<file path="config.mk">
export PLATFORM = sky130hd
export DESIGN_NAME = vcm_mask_gen
export DESIGN_NICKNAME = d
export VERILOG_FILES = /design/src/rtl/vcm_pkg.sv /design/src/rtl/vcm_lane.sv /design/src/rtl/vcm_deposit.sv /design/src/rtl/vcm_seq.sv /design/src/rtl/vcm_mask_gen.sv
export SDC_FILE = /design/constraint.sdc
export NUM_CORES = 1
export LEC_CHECK = 0
export ABC_AREA = 0
export ABC_CLOCK_PERIOD_IN_PS = 4800
export CAP_MARGIN = 40
export CELL_PAD_IN_SITES_DETAIL_PLACEMENT = 2
export CELL_PAD_IN_SITES_GLOBAL_PLACEMENT = 2
export CORE_UTILIZATION = 26
export DETAILED_ROUTE_END_ITERATION = 10
export GPL_ROUTABILITY_DRIVEN = 0
export PLACE_DENSITY_LB_ADDON = 0.3
export SKIP_CTS_REPAIR_TIMING = 1
export SLEW_MARGIN = 20
export SYNTH_ARGS = -nofsm -noshare
export SYNTH_HDL_FRONTEND = slang
export SYNTH_HIERARCHICAL = 1
export SYNTH_SLANG_ARGS = --single-unit
export TNS_END_PERCENT = 10
</file>
<file path="constraint.sdc">
create_clock -name clk_i -period 4.8 [get_ports clk_i]
set_input_delay 0.48 -clock clk_i [delete_from_list [all_inputs] [get_ports clk_i]]
set_output_delay 0.48 -clock clk_i [all_outputs]
set_load 0.005 [all_outputs]
</file>
<file path="src/rtl/vcm_pkg.sv">
package vcm_pkg;
  localparam int unsigned WORD_W = 64;
  localparam int unsigned OFF_W  = 6;

  typedef enum logic [1:0] {
    ST_IDLE,
    ST_RUN,
    ST_DRAIN
  } vcm_state_e;

  typedef struct packed {
    logic       sub;
    logic       use_scalar;
    logic [1:0] sew;
    logic [2:0] mlen_log2;
  } vcm_cfg_t;
endpackage

</file>
<file path="src/rtl/vcm_lane.sv">
module vcm_lane #(
  parameter int unsigned N_WIDTHS = 4
) (
  input  logic [1:0]  sew_i,
  input  logic        sub_i,
  input  logic [63:0] a_i,
  input  logic [63:0] b_i,
  input  logic        cin_i,
  output logic        cout_o
);
  logic [N_WIDTHS-1:0] flag;

  // one extended adder/subtractor per element width; top bit is carry or sign
  for (genvar g = 0; g < N_WIDTHS; g++) begin : g_w
    localparam int unsigned W = 8 << g;
    logic [W:0] sum;
    logic [W:0] dif;
    assign sum = {1'b0, a_i[W-1:0]} + {1'b0, b_i[W-1:0]} + (W+1)'(cin_i);
    assign dif = {1'b0, a_i[W-1:0]} - {1'b0, b_i[W-1:0]} - (W+1)'(cin_i);
    assign flag[g] = sub_i ? dif[W] : sum[W];
  end

  assign cout_o = flag[sew_i];
endmodule

</file>
<file path="src/rtl/vcm_deposit.sv">
module vcm_deposit import vcm_pkg::*; (
  input  logic [WORD_W-1:0] word_i,
  input  logic [OFF_W-1:0]  off_i,
  input  logic [2:0]        mlen_log2_i,
  input  logic              bit_i,
  output logic [WORD_W-1:0] word_o
);
  logic [WORD_W-1:0] fmask;

  always_comb begin
    if (mlen_log2_i >= 3'd6) fmask = '1;
    else                     fmask = (64'd1 << (7'd1 << mlen_log2_i)) - 64'd1;
  end

  assign word_o = (word_i & ~(fmask << off_i)) | (64'(bit_i) << off_i);
endmodule

</file>
<file path="src/rtl/vcm_seq.sv">
module vcm_seq import vcm_pkg::*; #(
  parameter int unsigned EI_W = 6
) (
  input  logic            clk_i,
  input  logic            rst_ni,
  input  logic            start_i,
  input  logic            empty_i,
  input  logic            last_i,
  input  logic            hazard_i,
  output logic            fire_o,
  output logic            busy_o,
  output logic            done_o,
  output logic [EI_W-1:0] elem_o
);
  vcm_state_e      state_q;
  logic [EI_W-1:0] elem_q;
  logic            done_q;

  assign fire_o = (state_q == ST_RUN) && !hazard_i;
  assign busy_o = (state_q != ST_IDLE);
  assign done_o = done_q;
  assign elem_o = elem_q;

  always_ff @(posedge clk_i or negedge rst_ni) begin
    if (!rst_ni) begin
      state_q <= ST_IDLE;
      elem_q  <= '0;
      done_q  <= 1'b0;
    end else begin
      done_q <= 1'b0;
      unique case (state_q)
        ST_IDLE: begin
          if (start_i) begin
            elem_q <= '0;
            if (empty_i) done_q  <= 1'b1;
            else         state_q <= ST_RUN;
          end
        end
        ST_RUN: begin
          if (fire_o) begin
            if (last_i) state_q <= ST_DRAIN;
            else        elem_q  <= elem_q + 1'b1;
          end
        end
        ST_DRAIN: begin
          state_q <= ST_IDLE;
          done_q  <= 1'b1;
        end
        default: state_q <= ST_IDLE;
      endcase
    end
  end
endmodule

</file>
<file path="src/rtl/vcm_mask_gen.sv">
module vcm_mask_gen import vcm_pkg::*; #(
  parameter int unsigned XLEN      = 32,
  parameter int unsigned MAX_ELEMS = 64,
  localparam int unsigned EI_W     = $clog2(MAX_ELEMS),
  localparam int unsigned CNT_W    = $clog2(MAX_ELEMS + 1)
) (
  input  logic              clk_i,
  input  logic              rst_ni,
  input  logic              start_i,
  input  logic              sub_i,
  input  logic              use_scalar_i,
  input  logic [1:0]        sew_i,
  input  logic [2:0]        mlen_log2_i,
  input  logic [CNT_W-1:0]  vl_i,
  input  logic [CNT_W-1:0]  vlmax_i,
  input  logic [XLEN-1:0]   scalar_i,
  output logic              busy_o,
  output logic              done_o,
  output logic [EI_W-1:0]   elem_idx_o,
  input  logic [63:0]       src1_i,
  input  logic [63:0]       src2_i,
  output logic [EI_W-1:0]   mword_idx_o,
  input  logic [63:0]       carry_word_i,
  input  logic [63:0]       dst_word_i,
  output logic              mwr_en_o,
  output logic [EI_W-1:0]   mwr_idx_o,
  output logic [63:0]       mwr_data_o
);
  localparam int unsigned POS_W = EI_W + OFF_W;

  vcm_cfg_t          cfg_q;
  logic [CNT_W-1:0]  vl_q, vlmax_q;
  logic [XLEN-1:0]   scalar_q;

  logic              fire, hazard, last, cout, res_bit, active;
  logic [EI_W-1:0]   elem;
  logic [POS_W-1:0]  pos;
  logic [EI_W-1:0]   cur_widx;
  logic [OFF_W-1:0]  off;
  logic [63:0]       scalar_x, op_b, new_word;

  logic              wv_q;
  logic [EI_W-1:0]   widx_q;
  logic [63:0]       wdata_q;

  // run configuration, captured on an accepted start
  always_ff @(posedge clk_i or negedge rst_ni) begin
    if (!rst_ni) begin
      cfg_q    <= '0;
      vl_q     <= '0;
      vlmax_q  <= '0;
      scalar_q <= '0;
    end else if (start_i && !busy_o) begin
      cfg_q    <= '{sub: sub_i, use_scalar: use_scalar_i, sew: sew_i, mlen_log2: mlen_log2_i};
      vl_q     <= vl_i;
      vlmax_q  <= vlmax_i;
      scalar_q <= scalar_i;
    end
  end

  vcm_seq #(.EI_W(EI_W)) u_seq (
    .clk_i    (clk_i),
    .rst_ni   (rst_ni),
    .start_i  (start_i),
    .empty_i  (vl_i == '0),
    .last_i   (last),
    .hazard_i (hazard),
    .fire_o   (fire),
    .busy_o   (busy_o),
    .done_o   (done_o),
    .elem_o   (elem)
  );

  // field placement of the current element
  assign pos      = POS_W'(elem) << cfg_q.mlen_log2;
  assign cur_widx = pos[POS_W-1:OFF_W];
  assign off      = pos[OFF_W-1:0];
  assign last     = (CNT_W'(elem) == vlmax_q - 1'b1);
  assign active   = (CNT_W'(elem) < vl_q);

  // stale-read guard: the pending write targets the word being read
  assign hazard   = wv_q && (widx_q == cur_widx);

  assign scalar_x = 64'($signed(scalar_q));
  assign op_b     = cfg_q.use_scalar ? scalar_x : src1_i;

  vcm_lane u_lane (
    .sew_i  (cfg_q.sew),
    .sub_i  (cfg_q.sub),
    .a_i    (src2_i),
    .b_i    (op_b),
    .cin_i  (carry_word_i[off]),
    .cout_o (cout)
  );

  assign res_bit = active & cout;

  vcm_deposit u_dep (
    .word_i      (dst_word_i),
    .off_i       (off),
    .mlen_log2_i (cfg_q.mlen_log2),
    .bit_i       (res_bit),
    .word_o      (new_word)
  );

  // write-back stage: second half of the read-modify-write
  always_ff @(posedge clk_i or negedge rst_ni) begin
    if (!rst_ni) begin
      wv_q    <= 1'b0;
      widx_q  <= '0;
      wdata_q <= '0;
    end else begin
      wv_q <= fire;
      if (fire) begin
        widx_q  <= cur_widx;
        wdata_q <= new_word;
      end
    end
  end

  assign elem_idx_o  = elem;
  assign mword_idx_o = cur_widx;
  assign mwr_en_o    = wv_q;
  assign mwr_idx_o   = widx_q;
  assign mwr_data_o  = wdata_q;
endmodule

</file>
==> out/qor.yml, run 1 <==
status: "finished, violations left"
violations: "setup timing"
initial_core_util_pct: 26.5
p_int_uw: 8560
power.total_uw: 17700
drive_above_1_share_pct: 19.1
grt.total_usage_pct: 24.1
path_max_fanout: 8
p_sw_uw: 9100
clock.fmax_ghz: 0.174
routedWlPerCell_um: 24.0
grt_pass1_vias: 17400
netlist_instances: 1819
drtIter0Drc: 649
ios: 397
detailroute.via_count: 16000
avgViaCountPerCell: 5.28
p_leak_uw: 0.00954
swShare_pct: 51.5
fin_util_pct: 38.1
port_buffers: 396
dpl_worst_slack_ns: -1.26
regArea_um2: 3330
tritoncts: "built"
ys.flop_type: "dfrtp_1"
finClkSkew_ns: 0.00933
power_density_nw_per_um2: 815
slowest_stage: "dfrtp_2"
startpoint: "cfg_q[0]"
overflow: 0
final_common_cell: "clkdlybuf4s50_1"
vdd_drop_max_uv: 659
clockRootBuffer: "clkbuf_16"
power_frac_clock_pct: 7.7
tightest_slew_ns: 0.896
dr.pass1.iters: 5
clk_latency_ns: 0.49
multi_input_area_um2: 10700
finalCritPeriodShare_pct: 120
yosysUniqueCellTypes: 96
nFillCells: 6351
cts_buffers: 17
area_delta_synth_final_pct: 43.8
clock_path_buffers: 2
setup_viol: 64
ant_nets: 0
startpoint_type: "register"
htree_levels: 4
fin_nets: 2772
ys_warn_count: 6
cp.arrival_ns: 6.13
yosys.area.top_type_share_pct: 22.1
cts.clk_slew.worst_paths_ns: 0.07
cts_sinks: 133
synth_edf_count: 0
dieWidth_um: 243
dieArea_um2: 58900
grt_pass1_wl_um: 109000
power_frac_seq_pct: 12.2
slowest_delay_ns: 0.46
min-delay-start: "scalar_q[29]"
setup_slack_ns: -0.959
yosysTopAreaCell: "dfrtp_1"
path_class: "register to register"
core_area_um2: 56800
cp.required_ns: 5.17
final_cell_mix: "395 x clkdlybuf4s50_1, 248 x inv_1, 195 x ha_1"
rows: 87
async_flop_share_pct: 100
hold_path.class: "register to register"
dpl.hpwl_um: 58100
drc: 0
cap_viol_max_count: 0
synth.ff_latch_count: 133
ys_top_cells_by_area: "dfrtp_1 22%, ha_1 16%, mux2_2 12%"
rsz0062_at_grt: "true"
ys_seq_area_share_pct: 22.1
syn_avg_cell_area_um2: 8.28
drv_slew: 0
r2r-start: "cfg_q[0]"
grt_max_degree: 71
syn_area_um2: 15100
final_hold_viol_count: 0
syn_nets: 2328
relSlewSlack_pct: 40.1
antenna_found_initial: 11
wirelength_um: 72700
p_comb_share_pct: 80.1
crit_path_end_kind: "register"
rrSetupSlack_ns: -0.96
fp.dieH_um: 243
period_needed_ns: 5.76
## critical path: cells and delay by family (launching register included)
kind | cells | cell delay (ns)
buffers and inverters | 7 | 1.02
AOI/OAI and AO/OA | 11 | 1.79
and+or+nand+nor | 7 | 1.38
DFF | 1 | 0.46
adders and majority gates | 2 | 0.35
muxes | 3 | 0.61
## cell usage after synthesis, types with 11 or more instances
cell       count
buf_4         11
dfrtp_1      133
nor2_1        89
a22oi_1       13
nand3_1       38
mux2_2       157
nand2b_1      14
inv_1        250
ha_1         197
a31oi_1       16
nor3b_1       14
o211ai_1      23
clkbuf_1      69
nand4_1       20
nor4_1        17
xnor2_1       12
nor2b_1       27
mux2i_1       15
a211oi_1      19
nand2_1      108
o21ai_0      136
a21o_1        32
a21oi_1       88
nor3_1        29
o2bb2ai_1     13
o22ai_1       15
o31ai_1       14
buf_2         26
and2_1        11
## per-layer routing
layer,up-vias,GRT usage (%),routed length (µm)
li1,7376,-,-
met1,8052,29.3,30900
met2,450,42.0,36000
met3,112,5.16,3760
met4,16,7.97,1950
met5,-,0,92
## path summary, 6_finish.rpt
path                                  end  cells past startpoint
hold / removal               scalar_q[29]                      1
setup / recovery           mwr_data_o[24]                     30
max in group asynchronous        cfg_q[5]                      3
setup reg to reg           mwr_data_o[24]                     30
hold reg to reg              scalar_q[29]                      1
min in group asynchronous  mwr_data_o[62]                      2
## flip-flops by register name (all words and copies together), names as in the netlist
| name | count |
|---|---|
| cfg_q | 7 |
| mwr_data_o | 64 |
| mwr_en_o | 1 |
| mwr_idx_o | 6 |
| scalar_q | 32 |
| u_seq/done_o | 1 |
| u_seq/elem_o | 6 |
| u_seq/state_q | 2 |
| vl_q | 7 |
| vlmax_q | 7 |
## stage by stage
step                setup TNS, ns  std cells  hold WS, ns  instance area [µm²]
floorplan                   -3.12       1819        0.184                15100
global placement           -56.06       2984        0.485                20600
detailed placement         -65.76       2987        0.494                20600
CTS                        -67.54       3018      -0.0453                21200
global route               -66.85       3033        0.526                21700
finish                     -49.20       3034        0.507                21700
## cell type report
type	count	area share, %
clock buffers	20	2.11
inverters	253	4.38
well taps	756	4.37
flip-flops and latches	133	15.4
multi-input cells	1321	49.3
clock inverters	11	0.479
diodes	3	0.0347
repair buffers	537	23.9
## power by group through the flow
stage          clock network (µW)  registers [µW]  logic [µW]
6_report                     1360            2150       14200
2_1_floorplan                   0            2070        7940
3_5_place_dp                    0            2180       13400
5_1_grt                      1440            2230       15200
4_1_cts                      1420            2160       13500
3_3_place_gp                    0            2140       12800
## logic make-up after synthesis
group	Yosys count	share of synthesized area (%)
muxes	172	12.7
AOI/OAI and AO/OA	509	22.9
xor gates and xnor gates	20	1.16
adders and majority gates	197	16.4
buffers and inverters	365	9.86
and+or+nand+nor	423	14.9
DFF	133	22.1
(Power assumes the default switching activity.)
==> inputs of run 2 (changes only) <==
- ABC_AREA: 0 -> unset
- CORE_MARGIN: unset -> 4
- PLACE_DENSITY_LB_ADDON: 0.3 -> 0.1
==> run 2 against run 1 <==
  * The run ends with hold timing, setup timing left
  * Sequential cell count is the same
  * Die area grew 5.0%
  * First-iteration DRC count grew 18%
  * Sequential share of layout area shrank 0.095 points
  * Register-to-register slack gained 0.12 ns
  * Clock-buffer cell count is the same
  * Clock power grew 9.6%
  * Cell count grew 0.89%
  * Global-route usage shrank 1.8 points
  * Combinational power is essentially flat
  * Largest cell class unchanged
  * Largest power group unchanged
==> out/qor.yml, run 2 (synthesis gave the netlist of run 1 again) <==
cts_buffers: 17
multi_input_area_um2: 10600
m1WireLength_um: 28500
finClkSkew_ns: 0.0216
relSlewSlack_pct: 39.7
rows: 87
crit_path_end_kind: "register"
grt_pass1_wl_um: 108000
port_buffers: 396
nFillCells: 6357
power_density_nw_per_um2: 807
rsz0062_at_grt: "true"
maxUsedRoutingLayer: "met5"
dieWidth_um: 249
initial_core_util_pct: 26.5
slowest_delay_ns: 0.51
htree_levels: 4
cap_viol_max_count: 0
timing.hold.ws_ns: -0.00973
routedWlPerCell_um: 23.4
p_leak_uw: 0.00965
dieArea_um2: 61900
cts_sinks: 133
grt_pass1_vias: 17500
status: "finished, violations left"
wl_met3_um: 3800
grt_max_degree: 65
dr.pass1.iters: 5
clock_path_buffers: 2
ios: 397
cp_num_buf_inv: 4
vdd_drop_max_uv: 354
final_cell_mix: "395 x clkdlybuf4s50_1, 249 x inv_1, 197 x ha_1"
largest_register_ffs: 64
grt.total_usage_pct: 22.4
violations: "hold timing, setup timing"
fin_nets: 2793
final_common_cell: "clkdlybuf4s50_1"
r2r-start: "cfg_q[1]"
wl_met2_um: 37300
dpl.hpwl_um: 57300
core_area_um2: 56900
period_needed_ns: 5.64
drive_above_1_share_pct: 19.4
cp.arrival_ns: 6.06
tightest_slew_ns: 0.903
clock.fmax_ghz: 0.177
slowest_stage: "dfrtp_2"
clk_latency_ns: 0.49
path_class: "register to register"
clockRootBuffer: "clkbuf_16"
ant_nets: 0
finalNonFillerCells: 3061
regArea_um2: 3330
startpoint_type: "register"
detailroute.via_count: 15800
overflow: 0
antenna_found_initial: 16
hold_path.class: "input port to asynchronous set/reset pin"
final_hold_viol_count: 1
placed_cells: 3006
area_delta_synth_final_pct: 44.6
fp.dieH_um: 249
avgViaCountPerCell: 5.17
finalCritPeriodShare_pct: 117
wirelength_um: 71600
drv_slew: 0
path_max_fanout: 9
startpoint: "cfg_q[1]"
cp.required_ns: 5.22
drc: 0
cts.clk_slew.worst_paths_ns: 0.07
crit_family: "compound AO/OA/AOI/OAI gates"
path_common_cell: "ha_1"
setup_slack_ns: -0.838
drtIter0Drc: 765
tritoncts: "built"
setup_viol: 64
[run 2: power by group]
part           total (µW)  internal [µW]  switching [µW]  leakage, µW
sequential           2160           1730             435      0.00162
combinational       13900           6150            7780      0.00772
clock                1490            855             633     0.000304
[run 2: per-layer routing]
metal,up-vias,global-route usage (%)
met4,18,7.16
met5,-,0
met2,339,41.5
li1,7436,-
met3,102,5.45
met1,7919,25.1
[run 2: worst paths after layout]
path | to | depth (start not counted) | slack (ns)
worst max register to register | mwr_data_o[61] | 27 | -0.84
max in group asynchronous | mwr_data_o[19] | 2 | 3.75
min in group clk_i | scalar_q[10] | 1 | 0.51
worst max-delay path | mwr_data_o[61] | 27 | -0.84
worst min-delay path | mwr_idx_o[5] | 1 | -0.01
worst min register to register | scalar_q[10] | 1 | 0.51
[run 2: worst register-to-register path, stage by stage, from the launching register on]
cell,delay [ns]
dfrtp_2,0.51
nor4b_4,0.28
buf_6,0.18
buf_4,0.12
a211oi_2,0.07
a311oi_2,0.21
a311oi_1,0.08
or4_1,0.49
nand4_1,0.22
inv_1,0.07
ha_1,0.29
a21o_1,0.17
ha_1,0.29
nand2_2,0.06
a211oi_4,0.30
o31ai_4,0.13
a21oi_4,0.21
o21ai_1,0.07
nor3b_2,0.16
o311a_1,0.34
o21ai_2,0.09
o21a_4,0.21
buf_12,0.16
nand3_2,0.12
nor2_4,0.20
o22ai_1,0.13
a211oi_1,0.25
mux2_2,0.20
[run 2: cell type report]
class / count / share of cell area [%]
well taps: 756 / 4.34
diodes: 8 / 0.0918
clock inverters: 12 / 0.763
flip-flops and latches: 133 / 15.3
inverters: 253 / 4.36
repair buffers: 558 / 24.5
multi-input cells: 1321 / 48.6
clock buffers: 20 / 2.10
[run 2: metrics by stage]
| step | area, µm² | utilization (%) | worst slack, ns | power, µW | setup TNS (ns) |
|---|---|---|---|---|---|
| floorplan | 15100 | - | -0.162 | 10000 | -3.12 |
| global placement | 20700 | 36.4 | -1.09 | 15100 | -48.39 |
| detailed placement | 20700 | 36.4 | -1.15 | 15500 | -54.35 |
| CTS | 21300 | 37.5 | -1.21 | 17100 | -57.79 |
| global route | 21800 | 38.3 | -1.18 | 19000 | -66.45 |
| finish | 21800 | 38.3 | -0.838 | 17600 | -44.11 |
==> inputs of run 3 (changes only) <==
- SLEW_MARGIN: 20 -> unset
==> run 3 against run 2 <==
  * Worst setup slack better by 0.020 ns
  * Cell count barely moved
  * Total power is 0.40% higher
  * Combinational power is essentially flat
  * Core utilization about the same
  * Highest routed layer unchanged
  * Sequential power barely moved
  * Sequential share of layout area about the same
  * Design area increased by 0.12%
  * Die area did not move
  * The flow still finishes with violations (hold timing, setup timing)
==> out/qor.yml, run 3 (synthesis gave the netlist of run 1 again) <==
relSlewSlack_pct: 36.2
tns_ns: -43.41
antenna_found_initial: 16
violations: "hold timing, setup timing"
clk_latency_ns: 0.49
cts_sinks: 133
cap_viol_max_count: 0
finClkSkew_ns: 0.0209
clock_path_buffers: 2
area_delta_synth_final_pct: 44.8
drv_slew: 0
grt.total_usage_pct: 22.4
dieArea_um2: 61900
maxUsedRoutingLayer: "met5"
power_density_nw_per_um2: 809
routedWlPerCell_um: 23.4
tightest_slew_ns: 0.950
drtIter0Drc: 666
grt_pass1_wl_um: 108000
wl_met2_um: 37500
power.total_uw: 17700
dpl.hpwl_um: 57300
detailroute.via_count: 15800
grt_max_degree: 65
wirelength_um: 71600
clockRootBuffer: "clkbuf_16"
final_common_cell: "clkdlybuf4s50_1"
period_needed_ns: 5.62
fin_nets: 2794
cts.clk_slew.worst_paths_ns: 0.08
initial_core_util_pct: 26.5
avgViaCountPerCell: 5.17
finalNonFillerCells: 3062
slowest_delay_ns: 0.49
dpl_worst_slack_ns: -1.15
ant_nets: 0
drive_above_1_share_pct: 19.5
placed_cells: 3006
slowest_stage: "or4_1"
crit_path_end_kind: "register"
finalCritPeriodShare_pct: 117
rows: 87
crit_family: "compound AO/OA/AOI/OAI gates"
dr.pass1.iters: 5
status: "finished, violations left"
overflow: 0
wl_met3_um: 3820
startpoint_type: "register"
hold_path.class: "input port to asynchronous set/reset pin"
port_buffers: 396
rsz0062_at_grt: "true"
dieWidth_um: 249
m1WireLength_um: 28400
largest_register_ffs: 64
rrSetupSlack_ns: -0.82
p_leak_uw: 0.00966
grt_pass1_vias: 17500
setup_viol: 64
cp.required_ns: 5.24
cp_num_buf_inv: 5
timing.hold.ws_ns: -0.00553
final_cell_mix: "395 x clkdlybuf4s50_1, 248 x inv_1, 196 x ha_1"
clock.fmax_ghz: 0.178
path_max_fanout: 7
vdd_drop_max_uv: 352
htree_levels: 4
setup_slack_ns: -0.818
tritoncts: "built"
cp.arrival_ns: 6.05
ios: 397
cts_buffers: 17
path_common_cell: "buf_4"
fp.dieH_um: 249
path_class: "register to register"
final_hold_viol_count: 1
core_area_um2: 56900
drc: 0
-- run 3: cell count changes in the layout (fill, tap and decap cells not counted), sizes merged --
cell | previous run | this run
buf | 161 | 163
clkbuf | 22 | 21
-- run 3: cell type report --
type / count / area (µm²)
Multi-Input combinational cell: 1321 / 10600
Tap cell: 756 / 946
Clock buffer: 20 / 457
Sequential cell: 133 / 3330
Clock inverter: 12 / 166
Fill cell: 6350 / 35100
Antenna cell: 8 / 20.0
Timing Repair Buffer: 559 / 5330
Inverter: 253 / 952
-- run 3: where the power goes --
group	switching, µW	internal, µW
Sequential	431	1730
Combinational	7810	6200
Clock	636	855
-- run 3: worst paths after layout --
check | from | to | cells past startpoint
setup / recovery | cfg_q[0] | mwr_data_o[50] | 29
hold / removal | rst_ni | mwr_idx_o[5] | 1
setup reg to reg | cfg_q[0] | mwr_data_o[50] | 29
hold reg to reg | scalar_q[10] | scalar_q[10] | 1
max in group asynchronous | rst_ni | mwr_data_o[19] | 2
min in group clk_i | scalar_q[10] | scalar_q[10] | 1
-- run 3: layer usage --
layer	vias to the layer above	track usage [%]
met5	-	0
met4	18	7.16
met3	93	5.45
met2	339	41.5
met1	7940	25.1
li1	7430	-
-- run 3: metrics by stage --
| stage | instance area, µm² | hold slack, ns | utilization (%) |
|---|---|---|---|
| finish | 21800 | -0.00553 | 38.3 |
| floorplan | 15100 | 0.184 | - |
| detailed placement | 20700 | 0.494 | 36.4 |
| CTS | 21300 | -0.0181 | 37.5 |
| global placement | 20700 | 0.486 | 36.4 |
| global route | 21800 | 0.0237 | 38.3 |
